### src/rtl/plic_pkg.sv
package plic_pkg;
  // Word offsets (byte offset / 4) of the register regions
  localparam int OFS_PEND  = 0;
  localparam int OFS_MODE  = 6;
  localparam int OFS_PRIO  = 12;
  localparam int OFS_EN    = 192;
  localparam int OFS_THR   = 198;
  localparam int OFS_CLAIM = 199;

  typedef enum logic [2:0] {
    RG_NONE, RG_PEND, RG_MODE, RG_PRIO, RG_EN, RG_THR, RG_CLAIM
  } region_e;

  // Map a word index to its register region
  function automatic region_e region_of(int w, int nwords, int nprio);
    if (w < OFS_MODE)             return (w - OFS_PEND < nwords) ? RG_PEND : RG_NONE;
    if (w < OFS_PRIO)             return RG_MODE;
    if (w < OFS_PRIO + nprio)     return RG_PRIO;
    if (w >= OFS_EN && w < OFS_EN + nwords) return RG_EN;
    if (w == OFS_THR)             return RG_THR;
    if (w == OFS_CLAIM)           return RG_CLAIM;
    return RG_NONE;
  endfunction
endpackage

### src/rtl/plic_gateway.sv
module plic_gateway #(
  parameter int NSRC = 32,
  parameter int IDW  = 5
) (
  input  logic            clk_i,
  input  logic            rst_ni,
  input  logic [NSRC-1:0] src_i,
  input  logic            claim_fire_i,
  input  logic [IDW-1:0]  claim_id_i,
  input  logic            done_fire_i,
  input  logic [IDW-1:0]  done_id_i,
  output logic [NSRC-1:0] pending_o
);
  logic [NSRC-1:0] pending_q, claimed_q, hidden_q;
  logic [NSRC-1:0] pending_d, claimed_d, hidden_d;
  logic [NSRC-1:0] claim_hit, done_hit;

  always_comb begin
    for (int i = 0; i < NSRC; i++) begin
      claim_hit[i] = (i != 0) && claim_fire_i && (int'(claim_id_i) == i);
      done_hit[i]  = (i != 0) && done_fire_i && (int'(done_id_i) == i) && claimed_q[i];
      if (i == 0) begin
        pending_d[i] = 1'b0;
        claimed_d[i] = 1'b0;
        hidden_d[i]  = 1'b0;
      end else begin
        if (claim_hit[i])                                 pending_d[i] = 1'b0;
        else if (done_hit[i] && hidden_q[i] && src_i[i])  pending_d[i] = 1'b1;
        else if (src_i[i] && !claimed_q[i])               pending_d[i] = 1'b1;
        else                                              pending_d[i] = pending_q[i];
        claimed_d[i] = claim_hit[i] | (claimed_q[i] & ~done_hit[i]);
        hidden_d[i]  = src_i[i] & claimed_q[i] & ~done_hit[i];
      end
    end
  end

  always_ff @(posedge clk_i or negedge rst_ni) begin
    if (!rst_ni) begin
      pending_q <= '0;
      claimed_q <= '0;
      hidden_q  <= '0;
    end else begin
      pending_q <= pending_d;
      claimed_q <= claimed_d;
      hidden_q  <= hidden_d;
    end
  end

  assign pending_o = pending_q;

  // a claim marks the source claimed and drops its pending bit
  a_r3_claim_marks: assert property (@(posedge clk_i) disable iff (!rst_ni)
    (claim_fire_i && claim_id_i != '0) |=>
      (claimed_q[$past(claim_id_i)] && !pending_q[$past(claim_id_i)]));

  for (genvar g = 1; g < NSRC; g++) begin : g_chk
    // pending never rises while the source stays claimed
    a_r1_no_pend_while_claimed: assert property (@(posedge clk_i) disable iff (!rst_ni)
      (claimed_q[g] && !done_hit[g]) |=> !$rose(pending_q[g]));
    // a low input leaves no hidden request behind
    a_r2_hidden_drops: assert property (@(posedge clk_i) disable iff (!rst_ni)
      !src_i[g] |=> !hidden_q[g]);
  end
endmodule

### src/rtl/plic_arbiter.sv
module plic_arbiter #(
  parameter int NSRC   = 32,
  parameter int PRIO_W = 3,
  parameter int THR_W  = 2,
  parameter int IDW    = 5
) (
  input  logic                   clk_i,
  input  logic                   rst_ni,
  input  logic [NSRC-1:0]        pending_i,
  input  logic [NSRC-1:0]        enable_i,
  input  logic [NSRC*PRIO_W-1:0] prio_i,
  input  logic [THR_W-1:0]       thr_i,
  input  logic                   clr_i,
  output logic [IDW-1:0]         best_o,
  output logic                   irq_o
);
  logic [NSRC-1:0] elig_w;
  logic [IDW-1:0]  best_q;

  // Ascending scan with strict compare: lowest ID keeps a tie
  function automatic logic [IDW-1:0] pick(logic [NSRC-1:0] elig,
                                          logic [NSRC*PRIO_W-1:0] prio);
    logic [IDW-1:0]    id = '0;
    logic [PRIO_W-1:0] top = '0;
    for (int i = 1; i < NSRC; i++) begin
      if (elig[i] && prio[i*PRIO_W +: PRIO_W] > top) begin
        id  = IDW'(i);
        top = prio[i*PRIO_W +: PRIO_W];
      end
    end
    return id;
  endfunction

  always_comb begin
    for (int i = 0; i < NSRC; i++)
      elig_w[i] = (i != 0) && pending_i[i] && enable_i[i] &&
                  (prio_i[i*PRIO_W +: PRIO_W] > PRIO_W'(thr_i));
  end

  always_ff @(posedge clk_i or negedge rst_ni) begin
    if (!rst_ni)    best_q <= '0;
    else if (clr_i) best_q <= '0;
    else            best_q <= pick(elig_w, prio_i);
  end

  assign best_o = best_q;
  assign irq_o  = (best_q != '0);

  // the held ID is zero right after a claim read
  a_r3_zero_after_claim: assert property (@(posedge clk_i) disable iff (!rst_ni)
    clr_i |=> (best_q == '0));
  // a nonzero winner was eligible in the cycle it was chosen
  a_r5_winner_eligible: assert property (@(posedge clk_i) disable iff (!rst_ni)
    (best_q != '0) |-> ((($past(elig_w) >> best_q) & NSRC'(1)) != '0));
endmodule

### src/rtl/plic_core.sv
module plic_core #(
  parameter int NSRC   = 32,
  parameter int PRIO_W = 3,
  parameter int THR_W  = 2
) (
  input  logic            clk_i,
  input  logic            rst_ni,
  input  logic [NSRC-1:0] src_i,
  input  logic            bus_valid_i,
  input  logic            bus_write_i,
  input  logic [9:0]      bus_addr_i,
  input  logic [31:0]     bus_wdata_i,
  output logic [31:0]     bus_rdata_o,
  output logic            irq_o
);
  import plic_pkg::*;

  localparam int IDW    = $clog2(NSRC);
  localparam int NWORDS = (NSRC + 31) / 32;

  logic [PRIO_W-1:0]      prio_q [NSRC];
  logic [NSRC-1:0]        en_q;
  logic [THR_W-1:0]       thr_q;
  logic [NSRC*PRIO_W-1:0] prio_flat;
  logic [NSRC-1:0]        pending;
  logic [IDW-1:0]         best;

  int      widx, psrc, eword;
  region_e rg;
  logic    claim_fire, done_fire;

  assign widx  = int'(bus_addr_i[9:2]);
  assign rg    = region_of(widx, NWORDS, NSRC - 1);
  assign psrc  = widx - OFS_PRIO + 1;
  assign eword = widx - OFS_EN;

  assign claim_fire = bus_valid_i && !bus_write_i && (rg == RG_CLAIM);
  assign done_fire  = bus_valid_i && bus_write_i && (rg == RG_CLAIM) &&
                      (bus_wdata_i < 32'(NSRC));

  // Bit b of word w of a packed per-source vector
  function automatic logic [31:0] word_of(logic [NSRC-1:0] v, int w);
    logic [31:0] r = '0;
    for (int b = 0; b < 32; b++)
      if (w * 32 + b < NSRC) r[b] = v[w * 32 + b];
    return r;
  endfunction

  always_comb begin
    for (int i = 0; i < NSRC; i++) prio_flat[i*PRIO_W +: PRIO_W] = prio_q[i];
  end

  always_comb begin
    bus_rdata_o = '0;
    if (bus_valid_i && !bus_write_i) begin
      unique case (rg)
        RG_PEND:  bus_rdata_o = word_of(pending, widx - OFS_PEND);
        RG_PRIO:  bus_rdata_o = 32'(prio_q[psrc]);
        RG_EN:    bus_rdata_o = word_of(en_q, eword);
        RG_THR:   bus_rdata_o = 32'(thr_q);
        RG_CLAIM: bus_rdata_o = 32'(best);
        default:  bus_rdata_o = '0;
      endcase
    end
  end

  always_ff @(posedge clk_i or negedge rst_ni) begin
    if (!rst_ni) begin
      for (int i = 0; i < NSRC; i++) prio_q[i] <= '0;
      en_q  <= '0;
      thr_q <= '0;
    end else if (bus_valid_i && bus_write_i) begin
      unique case (rg)
        RG_PRIO: prio_q[psrc] <= bus_wdata_i[PRIO_W-1:0];
        RG_EN: begin
          for (int i = 0; i < NSRC; i++)
            if (i / 32 == eword) en_q[i] <= bus_wdata_i[i % 32];
        end
        RG_THR:  thr_q <= bus_wdata_i[THR_W-1:0];
        default: ;
      endcase
    end
  end

  plic_gateway #(.NSRC(NSRC), .IDW(IDW)) u_gate (
    .clk_i        (clk_i),
    .rst_ni       (rst_ni),
    .src_i        (src_i),
    .claim_fire_i (claim_fire),
    .claim_id_i   (best),
    .done_fire_i  (done_fire),
    .done_id_i    (bus_wdata_i[IDW-1:0]),
    .pending_o    (pending)
  );

  plic_arbiter #(.NSRC(NSRC), .PRIO_W(PRIO_W), .THR_W(THR_W), .IDW(IDW)) u_arb (
    .clk_i     (clk_i),
    .rst_ni    (rst_ni),
    .pending_i (pending),
    .enable_i  (en_q),
    .prio_i    (prio_flat),
    .thr_i     (thr_q),
    .clr_i     (claim_fire),
    .best_o    (best),
    .irq_o     (irq_o)
  );
endmodule

### config.mk
export PLATFORM = sky130hd
export DESIGN_NAME = plic_core
export DESIGN_NICKNAME = d
export VERILOG_FILES = /design/src/rtl/plic_pkg.sv /design/src/rtl/plic_gateway.sv /design/src/rtl/plic_arbiter.sv /design/src/rtl/plic_core.sv
export SDC_FILE = /design/constraint.sdc
export NUM_CORES = 1
export LEC_CHECK = 0
export ABC_AREA = 0
export BUFFER_PORTS_ARGS = -buffer_cell sky130_fd_sc_hd__buf_4
export CAP_MARGIN = 20
export CORE_MARGIN = 5
export CORE_UTILIZATION = 40
export CTS_BUF_LIST = sky130_fd_sc_hd__clkbuf_4 sky130_fd_sc_hd__clkbuf_8
export DETAILED_ROUTE_END_ITERATION = 10
export GPL_TIMING_DRIVEN = 0
export PLACE_DENSITY = 0.68
export RECOVER_POWER = 25
export SYNTH_ARGS = -nofsm -noshare
export SYNTH_HDL_FRONTEND = slang
export SYNTH_SLANG_ARGS = --single-unit
export TNS_END_PERCENT = 20
### constraint.sdc
create_clock -name clk_i -period 85.2 [get_ports clk_i]
set_input_delay 12.78 -clock clk_i [delete_from_list [all_inputs] [get_ports clk_i]]
set_output_delay 12.78 -clock clk_i [all_outputs]
set_load 0.005 [all_outputs]
==> impl_metrics.yaml, run 1 <==
logic_synthesis:
  syn_area_sq_um: 16300
  yosysTopAreaCellShare: 0.351
  synthTopCellsByArea: "dfrtp_1 (35%), mux2_2 (9.6%), ha_1 (8.5%)"
  synth_edf_count: 0
  yosysSeqAreaShare: 0.351
  yosys_warnings: 0
  async_reset_ff_frac: 1.00
  syn_avg_cell_area_sq_um: 8.95
  synth_flop_cell: "dfrtp_1"
  synthCells: 1817
  syn-num-nets: 2006
  synth_seq_cells: 228
  synth_largest_area_cell: "dfrtp_1"
  ys_types: 98
outcome:
  violations: "max-capacitance violations, max-slew violations"
  status: "complete, but fails checks"
placed_design:
  numPortBuffers: 107
  place_area_sq_um: 17800
  dp_slack_ns: 40.92
  dp_hpwl_mm: 41.5
  gp_congestion: 0.985
critical_path:
  path_max_fanout: 31
  max_stage_delay_ns: 0.90
  critical_path_required_ns: 85.66
  cp.arrival_ns: 45.53
  crit_slowest_cell: "o311ai_0"
  cp-end-kind: "flop"
  path_class: "flop to flop"
  crit_top_cell: "nor2_1"
  worstSetupStartpointType: "flop"
clock_network:
  cts-buffers-inserted: 42
  cts.clk_slew.worst_paths_ns: 0.06
  clk_latency_ns: 0.60
  cts_buffer_depth: 3
  clock_sink_count: 228
  post_cts_resized: 0
  cts_hold_buf: 0
  cts_tree: "yes"
  h-tree-depth: 2
  post_cts_buffers: 0
  ctsRootBufferMaster: "clkbuf_8"
routing:
  vias_per_cell: 6.02
  drtPass1Iterations: 8
  dr.first_iter.drc_count: 1410
  ant_nets: 0
  drc: 0
  num_vias: 15213
  wl_mm: 54.5
  wl_per_cell_microns: 21.6
cells_and_area:
  synthToLayoutAreaGrowth_pct: 15.0
  mostFrequentLayoutCells: "dfrtp_1 (227), nand2_1 (205), nor2_1 (194)"
  final_common_cell: "dfrtp_1"
  final.fill_count: 3883
  drive_gt1_frac: 0.196
  fin_area_sq_um: 18700
  num_antenna_cells: 0
  nNetsFinal: 2160
global_route:
  grt_pass1_wl_mm: 83.8
  grt_max_degree: 116
  busiest_layer: "met2"
  grt_pass1_vias: 14827
  gr-usage-all-layers: 0.237
  use_met1: 0.315
  met2_usage: 0.389
  grt-ovfl-total: 0
  grt_util_met3: 0.0391
  grt_antenna_before_repair: 0
sta:
  fin_crit_sh: 0.529
  setup_viol: 0
  setup_tns_ns: 0
  clock.fmax_mhz: 22.2
  tightest_slew_ns: 6.27
  hold_violations: 0
  rsz0062_at_grt: "false"
  max-slew-margin-rel: -3.18
  finalClockSkew_ns: 0.0117
  drv_slew: 231
  period_needed_ns: 45.07
  worst_slack_ns: 40.13
floorplanning:
  core_sq_um: 40000
  rows: 73
  ios: 111
  initial_core_util: 0.406
  dieArea_sq_um: 44800
  die_w_microns: 212
  die_h_microns: 212
hold_path:
  hold_class: "flop to flop"
power:
  powerDensity_nw_per_um2: 13.3
  p_leak_nw: 8.19
  ir_drop_mv: 0.0152
flow_run:
  maxCapViolCount: 2
registers in the layout, indices dropped and copies added, names as in the netlist:
signal            cells
u_gate.pending_o     31
prio_flat            96
en_q                 32
thr_q                 2
u_gate.hidden_q      31
u_gate.claimed_q     31
u_arb.best_o          5
worst paths after layout:
check / slack (ns) / startpoint / cells past startpoint / end
min in group asynchronous: 14.51 / rst_ni / 1 / u_gate.claimed_q[25]
hold / removal: 0.51 / en_q[0] / 1 / en_q[0]
setup reg to reg: 40.13 / thr_q[1] / 207 / u_arb.best_o[4]
setup / recovery: 40.13 / thr_q[1] / 207 / u_arb.best_o[4]
max in group asynchronous: 62.37 / rst_ni / 2 / thr_q[0]
hold reg to reg: 0.51 / en_q[0] / 1 / en_q[0]
final cells by class:
class                           instances  area (sq um)  area share
Buffer                                 50           204      0.0109
Clock buffer                           61           790      0.0422
Clock inverter                         13           148     0.00789
Inverter                              105           394      0.0211
Multi-Input combinational cell       1434          9960       0.533
Sequential cell                       228          5710       0.305
Tap cell                              525           657      0.0351
Timing Repair Buffer                  110           846      0.0452
per-layer routing:
metal | part of all wire | up-vias
met1 | 0.42 | 7471
met5 | 0 | -
li1 | - | 6992
met2 | 0.47 | 627
met4 | 0.036 | 0
met3 | 0.076 | 123
power breakdown:
| part | switching (W) | total, W | internal, W |
|---|---|---|---|
| Clock | 0.0000493 | 0.000118 | 0.0000687 |
| Combinational | 0.0000132 | 0.0000207 | 0.00000754 |
| Sequential | 0.00000124 | 0.000110 | 0.000109 |
| Total | 0.0000637 | 0.000249 | 0.000185 |
through the flow:
stage | power (W) | util | hold WS (ns) | std cells
after floorplan | 0.000122 | - | 0.471 | 1817
after global placement | 0.000132 | 0.443 | 0.487 | 2449
after detailed placement | 0.000133 | 0.445 | 0.493 | 2451
after CTS | 0.000251 | 0.468 | 0.507 | 2525
after global routing | 0.000258 | 0.468 | 0.524 | 2526
final | 0.000249 | 0.468 | 0.510 | 2526
logic make-up after synthesis:
| family | count (synthesis) | share of synthesized area |
|---|---|---|
| AOI/OAI and AO/OA | 484 | 0.197 |
| xor gates and xnor gates | 8 | 0.00431 |
| adders and majority gates | 112 | 0.0860 |
| buffers and inverters | 155 | 0.0368 |
| DFF | 228 | 0.351 |
| muxes | 170 | 0.135 |
| and+or+nand+nor | 660 | 0.190 |
critical path: cells and delay by family (launching register included):
family          cells  cell delay, ns
compound gates     88           19.35
fa+ha+maj          31            8.50
buf+inv             7            1.49
flops               1            0.40
mux                13            4.39
simple gates       68           10.72
cell usage after synthesis (11+ instances only):
master	instances
a31oi_1	27
nor2_1	194
nor4_1	13
nor2b_1	20
nand3b_1	11
ha_1	111
mux4_2	23
nand3_1	69
o21a_1	13
o31ai_1	15
mux2_2	139
o21ai_0	105
dfrtp_1	228
nand2_1	205
nor3_1	28
nand4_1	11
nand2b_1	22
inv_1	105
clkbuf_1	41
a22oi_1	34
a21oi_1	148
and2_1	24
o211ai_1	13
a211oi_1	14
and3_1	26
No activity file was read; power rests on OpenSTA's default activity.
==> inputs of run 2 (changes only) <==
- PLACE_DENSITY: 0.68 -> 0.7
- clock period: 85.2 -> 39.8 ns (I/O delays scaled with it)
==> impl_metrics.yaml, run 2 (synthesis results as in run 1) <==
outcome:
  status: "complete, but fails checks"
  violations: "max-capacitance violations, max-slew violations"
critical_path:
  max_stage_delay_ns: 0.50
  critical_path_required_ns: 40.24
  cp.arrival_ns: 38.82
  crit_slowest_cell: "dfrtp_4"
  cp-end-kind: "flop"
  crit_top_cell: "ha_1"
  worstSetupStartpointType: "flop"
  path_class: "flop to flop"
  path_max_fanout: 11
routing:
  wl_per_cell_microns: 21.9
  drc: 0
  ant_nets: 0
  num_vias: 15763
  wl_mm: 56.6
  drtPass1Iterations: 6
  dr.first_iter.drc_count: 1374
  vias_per_cell: 6.10
cells_and_area:
  mostFrequentLayoutCells: "dfrtp_1 (227), nand2_1 (204), nor2_1 (168)"
  num_antenna_cells: 0
  synthToLayoutAreaGrowth_pct: 20.9
  drive_gt1_frac: 0.259
  fin_area_sq_um: 19700
  final_common_cell: "dfrtp_1"
  largest_register_ffs: 96
  nNetsFinal: 2216
  fin_util: 0.491
  final_cells: 2584
power:
  seqPwrFrac: 0.449
  clkPwrFrac: 0.464
  power.switching_w: 0.000138
  switching_share: 0.262
  ir_drop_mv: 0.0243
  intPower_w: 0.000388
  p_leak_nw: 8.56
  powerDensity_nw_per_um2: 26.8
  combPwrFrac: 0.087
floorplanning:
  initial_core_util: 0.406
  ios: 111
  rows: 73
  core_sq_um: 40000
  die_w_microns: 212
  die_h_microns: 212
  dieArea_sq_um: 44800
placed_design:
  place_area_sq_um: 17800
  dp.cells: 2452
  numPortBuffers: 107
  gp_congestion: 0.996
  dp_hpwl_mm: 41.6
sta:
  tightest_slew_ns: 6.21
  setup_tns_ns: 0
  max-slew-margin-rel: -3.14
  drv_slew: 231
  period_needed_ns: 38.37
  hold_violations: 0
  finalClockSkew_ns: 0.0311
  fin_crit_sh: 0.964
  setup_viol: 0
  holdWs_ns: 0.514
  clock.fmax_mhz: 26.1
global_route:
  grt_antenna_before_repair: 0
  gr-usage-all-layers: 0.238
  grt_pass1_vias: 15029
  grt_max_degree: 116
  grt-ovfl-total: 0
  grt_pass1_wl_mm: 84.7
hold_path:
  hold_class: "flop to flop"
clock_network:
  cts_hold_buf: 0
  cts_tree: "yes"
  clock_sink_count: 228
  ctsRootBufferMaster: "clkbuf_8"
  cts.clk_slew.worst_paths_ns: 0.06
  clk_latency_ns: 0.58
  h-tree-depth: 2
  cts-buffers-inserted: 43
  cts_buffer_depth: 3
flow_run:
  maxCapViolCount: 2
## run 2: cell types whose count changed in the layout (fill, tap and decap cells not counted), moves of 6 or more
cell     before  now
buf_4       106  162
nor2_1      194  168
nor2_2        0   18
a21oi_1     148  139
o21ai_0     105   96
nor2_4        0    8
a21oi_2       2    9
ha_1        111  104
ha_4          0    6
## run 2: layout make-up
type / count / area (sq um)
multi-input cells: 1434 / 10500
plain buffers: 49 / 204
clock buffers: 64 / 812
well taps: 525 / 657
repair buffers: 166 / 1280
inverters: 105 / 399
fillers: 3740 / 20400
flip-flops and latches: 228 / 5710
clock inverters: 13 / 103
## run 2: stage by stage
stage	worst slack [ns]	total power [W]
2_1_floorplan	1.18	0.000262
3_3_place_gp	-4.08	0.000283
3_5_place_dp	-3.92	0.000284
4_1_cts	0.00193	0.000527
5_1_grt	-0.392	0.000543
6_report	1.43	0.000526
## run 2: power groups by stage
stage	logic, W	registers [W]	clock network, W
global placement	0.0000424	0.000240	0
floorplan	0.0000224	0.000239	0
CTS	0.0000447	0.000236	0.000246
global route	0.0000502	0.000236	0.000257
finish	0.0000459	0.000236	0.000244
detailed placement	0.0000441	0.000240	0
## run 2: worst paths after layout
| check | start | endpoint | slack (ns) | cells past startpoint |
|---|---|---|---|---|
| min in group asynchronous | rst_ni | u_gate.claimed_q[25] | 7.71 | 1 |
| min | prio_flat[2] | prio_flat[2] | 0.51 | 1 |
| max in group asynchronous | rst_ni | thr_q[0] | 23.45 | 2 |
| max reg2reg | thr_q[0] | u_arb.best_o[3] | 1.43 | 208 |
| max | thr_q[0] | u_arb.best_o[3] | 1.43 | 208 |
| min reg2reg | prio_flat[2] | prio_flat[2] | 0.51 | 1 |
## run 2: what timing repair did
item,4_1_cts,5_1_grt
resized for setup,37,94
setup buffers,12,43
cloned,0,1
pin swaps,6,70
setup endpoints to repair,5,5
## run 2: worst max-delay path: cells and delay by family (launching register included)
kind | cells | cell delay (ns)
AO/OA/AOI/OAI | 89 | 15.61
adder cells (fa/ha/maj) | 31 | 8.87
buffers and inverters | 7 | 0.98
flip-flops | 1 | 0.50
multiplexers | 13 | 4.09
AND/OR/NAND/NOR | 68 | 8.18
## run 2: routing by layer
metal | global-route usage | part of all wire | vias up
met3 | 0.0436 | 0.084 | 167
li1 | - | - | 7101
met4 | 0.0984 | 0.044 | 0
met2 | 0.384 | 0.47 | 781
met1 | 0.316 | 0.41 | 7714
met5 | 0 | 0 | -
